<file path="src/rtl/sew_pkg.sv">
`timescale 1ns/1ps
package sew_pkg;
    typedef enum logic [1:0] {
        CMD_NONE  = 2'd0,
        CMD_SECT  = 2'd1,
        CMD_SUSP  = 2'd2,
        CMD_OTHER = 2'd3
    } cmd_e;

    typedef enum logic [1:0] {
        ST_READ   = 2'd0,
        ST_WINDOW = 2'd1,
        ST_ERASE  = 2'd2
    } st_e;
endpackage

</file>
<file path="src/rtl/sew_window_timer.sv">
`timescale 1ns/1ps
module sew_window_timer #(
    parameter int WIN_CYCLES = 5000
) (
    input  logic clk,
    input  logic rst_n,
    input  logic run,
    input  logic restart,
    output logic lapse
);
    localparam int CW = $clog2(WIN_CYCLES + 1);
    localparam logic [CW-1:0] LAST = CW'(WIN_CYCLES - 1);

    logic [CW-1:0] cnt;

    always_ff @(posedge clk or negedge rst_n) begin
        if (!rst_n)
            cnt <= '0;
        else if (!run || restart)
            cnt <= '0;
        else if (cnt != LAST)
            cnt <= cnt + CW'(1);
    end

    assign lapse = run && (cnt == LAST);

    initial begin
        assert (WIN_CYCLES >= 2) else $error("window must span at least two cycles");
    end

    // count never passes the lapse point
    p_cnt_bound_r4: assert property (@(posedge clk) disable iff (!rst_n)
        cnt <= LAST);
    // an accepted sector command starts the count over
    p_restart_zero_r4: assert property (@(posedge clk) disable iff (!rst_n)
        restart |=> (cnt == '0));
endmodule

</file>
<file path="src/rtl/sew_sector_map.sv">
`timescale 1ns/1ps
module sew_sector_map #(
    parameter int NUM_SECT = 16,
    parameter int AW = 4
) (
    input  logic                clk,
    input  logic                rst_n,
    input  logic                set_en,
    input  logic [AW-1:0]       set_idx,
    input  logic                clr,
    output logic [NUM_SECT-1:0] map
);
    for (genvar i = 0; i < NUM_SECT; i++) begin : g_bit
        always_ff @(posedge clk or negedge rst_n) begin
            if (!rst_n)
                map[i] <= 1'b0;
            else if (clr)
                map[i] <= 1'b0;
            else if (set_en && (set_idx == AW'(i)))
                map[i] <= 1'b1;
        end
    end

    // a clear leaves the bitmap empty
    p_clr_empty_r6: assert property (@(posedge clk) disable iff (!rst_n)
        clr |=> (map == '0));
    // an out-of-range sector number leaves the bitmap as it was
    p_range_keep_r10: assert property (@(posedge clk) disable iff (!rst_n)
        (set_en && !clr && (int'(set_idx) >= NUM_SECT)) |=> $stable(map));
    // an in-range set never drops bits already selected
    p_set_keep_r3: assert property (@(posedge clk) disable iff (!rst_n)
        (set_en && !clr) |=> ((map & $past(map)) == $past(map)));
endmodule

</file>
<file path="src/rtl/sew_ctrl.sv">
`timescale 1ns/1ps
module sew_ctrl
    import sew_pkg::*;
(
    input  logic clk,
    input  logic rst_n,
    input  logic cmd_stb,
    input  cmd_e cmd_kind,
    input  logic erase_done,
    input  logic lapse,
    output logic timer_run,
    output logic accept,
    output logic clr,
    output logic erase_start,
    output logic abort_read,
    output logic suspend_req,
    output logic win_closed
);
    st_e  st, nxt;
    logic start_n, abort_n, susp_n;
    logic is_sect, is_susp, is_other;

    assign is_sect  = cmd_stb && (cmd_kind == CMD_SECT);
    assign is_susp  = cmd_stb && (cmd_kind == CMD_SUSP);
    assign is_other = cmd_stb && (cmd_kind == CMD_OTHER);

    always_comb begin
        nxt     = st;
        accept  = 1'b0;
        clr     = 1'b0;
        start_n = 1'b0;
        abort_n = 1'b0;
        susp_n  = 1'b0;
        unique case (st)
            ST_READ: begin
                if (is_sect) begin
                    accept = 1'b1;
                    nxt    = ST_WINDOW;
                end
            end
            ST_WINDOW: begin
                if (is_sect) begin
                    accept = 1'b1;
                end else if (is_other) begin
                    clr     = 1'b1;
                    abort_n = 1'b1;
                    nxt     = ST_READ;
                end else begin
                    susp_n = is_susp;
                    if (lapse) begin
                        start_n = 1'b1;
                        nxt     = ST_ERASE;
                    end
                end
            end
            ST_ERASE: begin
                if (erase_done) begin
                    clr = 1'b1;
                    nxt = ST_READ;
                end else begin
                    susp_n = is_susp;
                end
            end
            default: nxt = ST_READ;
        endcase
    end

    always_ff @(posedge clk or negedge rst_n) begin
        if (!rst_n)
            st <= ST_READ;
        else
            st <= nxt;
    end

    always_ff @(posedge clk or negedge rst_n) begin
        if (!rst_n) begin
            erase_start <= 1'b0;
            abort_read  <= 1'b0;
            suspend_req <= 1'b0;
        end else begin
            erase_start <= start_n;
            abort_read  <= abort_n;
            suspend_req <= susp_n;
        end
    end

    assign timer_run  = (st == ST_WINDOW);
    assign win_closed = (st == ST_ERASE);

    // the start pulse coincides with a closed window
    p_start_closed_r5: assert property (@(posedge clk) disable iff (!rst_n)
        erase_start |-> win_closed);
    // start is a single-cycle pulse
    p_start_pulse_r4: assert property (@(posedge clk) disable iff (!rst_n)
        erase_start |=> !erase_start);
    // abort and start never coincide
    p_abort_excl_r6: assert property (@(posedge clk) disable iff (!rst_n)
        $onehot0({erase_start, abort_read}));
    // after an abort the controller is back in read mode
    p_abort_read_r6: assert property (@(posedge clk) disable iff (!rst_n)
        abort_read |-> (st == ST_READ));
endmodule

</file>
<file path="src/rtl/sector_erase_window.sv">
`timescale 1ns/1ps
module sector_erase_window
    import sew_pkg::*;
#(
    parameter int NUM_SECT   = 16,
    parameter int CLK_KHZ    = 100000,
    parameter int WIN_US     = 50,
    parameter int WIN_CYCLES = CLK_KHZ * WIN_US / 1000,
    localparam int AW        = (NUM_SECT > 1) ? $clog2(NUM_SECT) : 1
) (
    input  logic                clk,
    input  logic                rst_n,
    input  logic                cmd_stb,
    input  logic [1:0]          cmd_kind,
    input  logic [AW-1:0]       sect_addr,
    input  logic                erase_done,
    output logic [NUM_SECT-1:0] sect_map,
    output logic                erase_start,
    output logic                win_closed,
    output logic                abort_read,
    output logic                suspend_req
);
    logic lapse, timer_run, accept, clr;

    sew_ctrl u_ctrl (
        .clk         (clk),
        .rst_n       (rst_n),
        .cmd_stb     (cmd_stb),
        .cmd_kind    (cmd_e'(cmd_kind)),
        .erase_done  (erase_done),
        .lapse       (lapse),
        .timer_run   (timer_run),
        .accept      (accept),
        .clr         (clr),
        .erase_start (erase_start),
        .abort_read  (abort_read),
        .suspend_req (suspend_req),
        .win_closed  (win_closed)
    );

    sew_window_timer #(.WIN_CYCLES(WIN_CYCLES)) u_timer (
        .clk     (clk),
        .rst_n   (rst_n),
        .run     (timer_run),
        .restart (accept),
        .lapse   (lapse)
    );

    sew_sector_map #(.NUM_SECT(NUM_SECT), .AW(AW)) u_map (
        .clk     (clk),
        .rst_n   (rst_n),
        .set_en  (accept),
        .set_idx (sect_addr),
        .clr     (clr),
        .map     (sect_map)
    );

    // while erasing, the bitmap and the closed status hold until completion
    p_erase_hold_r8: assert property (@(posedge clk) disable iff (!rst_n)
        (win_closed && !erase_done) |=> ($stable(sect_map) && win_closed));
    // completion empties the bitmap and reopens read mode
    p_done_read_r9: assert property (@(posedge clk) disable iff (!rst_n)
        (win_closed && erase_done) |=> (!win_closed && (sect_map == '0)));
    // no abort pulse follows a cycle spent erasing
    p_no_abort_erase_r8: assert property (@(posedge clk) disable iff (!rst_n)
        win_closed |=> !abort_read);
endmodule

</file>
<file path="config.mk">
export PLATFORM = sky130hd
export DESIGN_NAME = sector_erase_window
export DESIGN_NICKNAME = d
export VERILOG_FILES = /design/src/rtl/sew_pkg.sv /design/src/rtl/sew_window_timer.sv /design/src/rtl/sew_sector_map.sv /design/src/rtl/sew_ctrl.sv /design/src/rtl/sector_erase_window.sv
export SDC_FILE = /design/constraint.sdc
export NUM_CORES = 1
export LEC_CHECK = 0
export BUFFER_PORTS_ARGS = -buffer_cell sky130_fd_sc_hd__buf_2
export CAP_MARGIN = 20
export CORE_ASPECT_RATIO = 1.2
export CORE_MARGIN = 2
export CORE_UTILIZATION = 30
export DETAILED_ROUTE_END_ITERATION = 10
export PLACE_DENSITY = 0.47
export SLEW_MARGIN = 15
export SYNTH_ARGS = -nofsm -noshare
export SYNTH_HDL_FRONTEND = slang
export SYNTH_SLANG_ARGS = --single-unit
export TNS_END_PERCENT = 100
</file>
<file path="constraint.sdc">
create_clock -name clk -period 3.41 [get_ports clk]
set_input_delay 0.682 -clock clk [delete_from_list [all_inputs] [get_ports clk]]
set_output_delay 0.682 -clock clk [all_outputs]
set_load 0.01 [all_outputs]
</file>
==> results of run 1 <==
-- path summary, 6_finish.rpt --
check | startpoint | end | slack, ns | cells past startpoint
max in group asynchronous | rst_n | u_timer.cnt[4] | 2.47 | 1
max | u_ctrl.st[0] | win_closed | 1.61 | 3
max reg2reg | u_timer.cnt[11] | u_timer.cnt[1] | 1.65 | 4
min reg2reg | u_map.map[4] | u_map.map[4] | 0.49 | 1
min | rst_n | u_map.map[13] | 0.46 | 1
min in group clk | u_map.map[4] | u_map.map[4] | 0.49 | 1
-- power by group --
part	switching [mW]	internal (mW)	total [mW]
clock network	0.160	0.293	0.453
registers	0.0436	0.479	0.523
logic	0.176	0.138	0.314
-- logic make-up after synthesis --
group | count (synthesis) | share of synthesized area
and+or+nand+nor | 75 | 0.2590
DFF | 34 | 0.5195
AOI/OAI and AO/OA | 33 | 0.1291
buffers and inverters | 10 | 0.02368
xor gates and xnor gates | 6 | 0.03209
adders and majority gates | 4 | 0.03056
muxes | 1 | 0.006112
-- synthesized netlist by cell type --
library cell   n  area, sq um
mux2i_1        1        10.01
or2_2          2        12.51
and3_1         3        18.77
nand3b_1       2        15.01
and3b_1        1        8.760
o21a_1        16        120.1
nand4_1        2        12.51
nor3_1         2        10.01
a31o_2         1        8.760
ha_1           4        50.05
nand3_1        5        25.02
o21ai_1        2        10.01
buf_2          1        5.000
nand4b_1       4        35.03
a21oi_1        8        40.04
nor4_1         7        43.79
or4b_4         1        13.76
inv_1          5        18.77
o21ai_0        4        20.02
nand2_1       11        41.29
or3_1          5        31.28
nand2b_1       2        12.51
dfrtp_1       34        850.8
and2_1         2        12.51
xor2_1         2        17.52
nor4_4         1        21.27
xnor2_1        4        35.03
nor3b_1        2        15.01
nor2b_1        1        6.260
clkbuf_1       4        15.01
or4b_1         1        10.01
nor2_1        21        78.83
o22ai_1        2        12.51
-- routing by layer --
layer	track usage	share of wire
met5	0	0
met4	0.05660	0.015
met3	0.02732	0.046
met2	0.2054	0.49
met1	0.1448	0.45
-- layout make-up --
type                            instances  area [sq um]  area share
Inverter                                5         18.77    0.009452
Tap cell                               62         77.57     0.03907
Clock buffer                            5         68.82     0.03466
Sequential cell                        34         850.8      0.4285
Clock inverter                          3         68.82     0.03466
Multi-Input combinational cell        119         748.2      0.3768
Timing Repair Buffer                   30         152.6     0.07687
-- placed cells by master, fill, tap and decap left out, drive strengths merged, types with 2 or more instances in the layout --
cell	count
buf	30
nor3	2
xnor2	4
ha	4
nand4	2
a21oi	8
nor4	8
or2	2
bufinv	2
nand4b	4
xor2	2
o21a	16
nand2b	2
and2	2
nand3	5
inv	5
o21ai	6
and3	3
clkbuf	5
nor3b	2
o22ai	2
nor2	21
nand2	11
dfrtp	34
nand3b	2
or4b	2
or3	5
-- state kept, by name, summed over array words and instances, names as in the netlist --
name and flops:
u_ctrl.abort_read 1, u_map.map 16, u_ctrl.st 2, u_ctrl.erase_start 1, u_timer.cnt 13, u_ctrl.suspend_req 1
-- worst max-delay path, delay by kind of cell, from the launching register on --
family	cells	cell delay [ns]
flip-flops	1	0.39
buffers and inverters	2	0.22
adder cells (fa/ha/maj)	1	0.21
-- metrics by stage --
| step | setup slack, ns | utilization |
|---|---|---|
| global placement | 1.669 | 0.3512 |
| detailed placement | 1.629 | 0.3512 |
| floorplan | 1.663 | - |
| finish | 1.615 | 0.3774 |
| CTS | 1.604 | 0.3774 |
| global route | 1.532 | 0.3774 |
==> flow_metrics.tcl, run 1 <==
set metrics [dict create \
    clk_latency_ns 0.29 \
    rsz0062_at_grt "no" \
    drtIter0Drc 37 \
    drv_slew 0 \
    syn_area_per_cell_sq_um 10.05 \
    fp-row-count 29 \
    finalNonFillerCells 258 \
    dieWidth_microns 71.45 \
    firstDrtPassIters 4 \
    boundaryPins 30 \
    drive_gt1_frac 0.2194 \
    grt_pass1_vias 1258 \
    routedWlPerCell_microns 13.52 \
    cts_buffers 5 \
    gp_congestion 0.7640 \
    setup.worst_path.start_class "flop" \
    cts_resized 0 \
    portBuffers 29 \
    vias 1265 \
    diodes 0 \
    dp_cells 250 \
    critical_path.slowest_cell "dfrtp_1" \
    dp_hpwl_microns 2483 \
    cp.arrival_ns 1.11 \
    path_cells "inv_1 -> ha_1 -> buf_2" \
    grt_first_pass_wirelength_microns 5789 \
    antenna_found_initial 0 \
    status "completed" \
    synth-seq-cells 34 \
    root_buffer "clkbuf_8" \
    synth_cell_types 33 \
    syn-num-nets 177 \
    grt_usage 0.1213 \
    path_clk_slew_ns 0.07 \
    nFillCells 546 \
    final_area_sq_um 1986 \
    postSynthCellCount 163 \
    hold_viol_final 0 \
    hold_buffers 0 \
    die-area_sq_um 6069 \
    core_sq_um 5261 \
    crit_path_end_kind "primary output" \
    worst-setup-path-type "reg -> out" \
    drtAntennaViolNets 0 \
    viasPerCell 4.903 \
    cpPeakStageDelay_ns 0.39 \
    setup-violations-final 0 \
    fin_skew_ns 0.005078 \
    power.density_nw_per_um2 649.4 \
    cts_tree "yes" \
    power.leakage_nw 0.8936 \
    fmax_ghz 0.5570 \
    cts_buffer_depth 2 \
    fin_crit_sh 0.5265 \
    post_cts_buffers 0 \
    hold_path_class "in -> async" \
    clock_sinks 34 \
    cp_max_fo 4 \
    area_growth_pct 21.24 \
    ys_seq_area_frac 0.5195 \
    ir_drop_v 0.0002432 \
    timing.hold.ws_ns 0.4579 \
    tns_ns 0 \
    yosysWarnings 0 \
    fp.dieH_microns 84.94 \
    synth_area_sq_um 1638 \
    relSlewSlack 0.4927 \
    power.total_mw 1.289 \
    min_period_ns 1.795 \
    nets 209 \
    critPathRequiredTime_ns 2.73 \
    ctsHtreeMaxLevel 2 \
    drv_cap 0 \
    grt_max_degree 35 \
    grt_overflow 0 \
    dpl_cell_area_sq_um 1848 \
    worst_pin_slew_ns 0.7610 \
    start_util 0.3113 \
    wirelength_microns 3488 \
    drc_errors 0 \
]
Note: power is estimated with default switching activity, not from simulation.
==> run 2, diff against run 1 <==
--- a/config.mk
+++ b/config.mk
@@ -11,7 +11,7 @@
 export CORE_MARGIN = 2
 export CORE_UTILIZATION = 30
 export DETAILED_ROUTE_END_ITERATION = 10
-export PLACE_DENSITY = 0.47
+export PLACE_DENSITY = 0.49
 export SLEW_MARGIN = 15
 export SYNTH_ARGS = -nofsm -noshare
 export SYNTH_HDL_FRONTEND = slang
==> constraint.sdc (replaced) <==
create_clock -name clk -period 1.55 [get_ports clk]
set_input_delay 0.31 -clock clk [delete_from_list [all_inputs] [get_ports clk]]
set_output_delay 0.31 -clock clk [all_outputs]
set_load 0.01 [all_outputs]
==> flow_metrics.tcl, run 2 (same netlist as run 1, synthesis figures left out) <==
set metrics [dict create \
    grt_max_degree 35 \
    power.leakage_nw 1.009 \
    cts_buffers 5 \
    violations "negative setup slack" \
    fin_skew_ns 0.005650 \
    die-area_sq_um 6069 \
    cts_tree "yes" \
    nets 232 \
    vias 1424 \
    hold_path_class "in -> reg" \
    power.density_nw_per_um2 1215 \
    p_int_mw 1.824 \
    min_period_ns 1.696 \
    clk_latency_ns 0.28 \
    worst_pin_slew_ns 0.4662 \
    switching_share 0.3150 \
    rsz0062_at_grt "yes" \
    clockPowerShare 0.249 \
    viasPerCell 5.068 \
    routedWlPerCell_microns 13.83 \
    grt_first_pass_wirelength_microns 6437 \
    start_util 0.3113 \
    ir_drop_v 0.0003884 \
    regMostFlops "u_map.map" \
    grt_overflow 0 \
    firstDrtPassIters 4 \
    boundaryPins 30 \
    critPathRequiredTime_ns 1.70 \
    drc_errors 0 \
    layout_common_cells "dfrtp_1, buf_2, nor2_1" \
    p_sw_uw 838.6 \
    fp-row-count 29 \
    clock_sinks 34 \
    largestRegisters "u_map.map: 16 flops, u_timer.cnt: 13 flops, u_ctrl.st: 2 flops" \
    gp_congestion 0.8054 \
    antenna_found_initial 0 \
    nFillCells 507 \
    power.total_mw 2.662 \
    core_sq_um 5261 \
    top_layer "met4" \
    status "finished with violations" \
    layout_commonest_cell "dfrtp_1" \
    fp.dieH_microns 84.94 \
    wl_met3_microns 201 \
    m1WireLength_microns 1547 \
    worst-setup-path-type "reg -> reg" \
    wirelength_microns 3886 \
    crit_path_end_kind "flop" \
    fmax_ghz 0.5897 \
    drtIter0Drc 57 \
    drtAntennaViolNets 0 \
    setup_ws_ns -0.1459 \
    dieWidth_microns 71.45 \
    cts_buffer_depth 2 \
    portBuffers 29 \
    largest_register_ffs 16 \
    pwr-share-seq 0.429 \
    setup.worst_path.start_class "flop" \
    diodes 0 \
    grt_usage 0.1332 \
    grt_pass1_vias 1397 \
    combPwrFrac 0.322 \
    drive_gt1_frac 0.3470 \
    dp_hpwl_microns 2729 \
    drv_cap 0 \
    relSlewSlack 0.6885 \
    cp.arrival_ns 1.84 \
    hold_viol_final 0 \
    root_buffer "clkbuf_8" \
    setup-violations-final 5 \
    dr_wl_met2_microns 2104 \
    ctsHtreeMaxLevel 2 \
    path_clk_slew_ns 0.07 \
    fin_crit_sh 1.094 \
    timing.hold.ws_ns 0.3139 \
    cp_max_fo 5 \
    drv_slew 0 \
    area_growth_pct 33.77 \
]
## run 2: cell types whose count changed in the layout (fill, tap and decap cells not counted), sizes merged
| cell | delta |
|---|---|
| dlygate4sd3 | +1 |
| buf | +22 |
| clkbuf | +2 |
| bufinv | -2 |
## run 2: final cells by class
type,count,area [sq um],area share
sequential,34,850.8,0.3883
multi-input combinational,119,804.5,0.3672
timing repair buffer,53,347.8,0.1588
clock buffer,7,86.33,0.03941
tap,62,77.57,0.03541
inverter,5,18.77,0.008567
clock inverter,1,5.005,0.002284
## run 2: worst max-delay path, stage by stage (launching register included)
cell and delay (ns):
dfrtp_1 0.39, or4b_4 0.56, nor4_4 0.21, buf_4 0.18, mux2i_1 0.18, nor2_1 0.05
## run 2: stage by stage
stage | worst slack [ns] | setup TNS [ns] | area [sq um] | utilization | std cells
finish | -0.1459 | -0.4744 | 2191 | 0.4164 | 281
global route | -0.2179 | -0.8974 | 2191 | 0.4164 | 281
CTS | -0.1266 | -0.3591 | 2111 | 0.4012 | 278
detailed placement | -0.1685 | -0.6248 | 1981 | 0.3765 | 266
global placement | -0.1422 | -0.4098 | 1981 | 0.3765 | 266
floorplan | -0.08528 | -0.1534 | 1638 | - | 163
## run 2: power groups by stage
stage	Sequential (mW)	Clock, mW	Combinational, mW
final	1.14	0.664	0.857
after global routing	1.16	0.744	0.943
after CTS	1.14	0.703	0.824
after detailed placement	1.16	0	0.796
after global placement	1.15	0	0.780
after floorplan	1.23	0	0.374
## run 2: worst paths after layout
kind	startpoint	end	slack [ns]	cells past startpoint
worst max register to register	u_timer.cnt[10]	u_timer.cnt[1]	-0.15	5
max in group asynchronous	rst_n	u_map.map[12]	0.84	3
worst max-delay path	u_timer.cnt[10]	u_timer.cnt[1]	-0.15	5
worst min register to register	u_map.map[6]	u_map.map[6]	0.49	1
min in group asynchronous	rst_n	u_map.map[5]	0.53	3
worst min-delay path	cmd_kind[1]	u_ctrl.suspend_req	0.31	3
## run 2: timing repair
action                                  CTS  global route
setup buffers                             3             2
endpoints found under the setup margin    9            25
endpoints found under the hold margin    34             0
hold buffers                              1             0
pin swaps                                 3             9
gates resized for setup                   2            16
cloned                                    0             1
## run 2: layer usage
layer,vias to the layer above,track usage
met5,-,0
met4,0,0.04117
met3,4,0.04038
met2,41,0.2458
met1,691,0.1435
li1,688,-
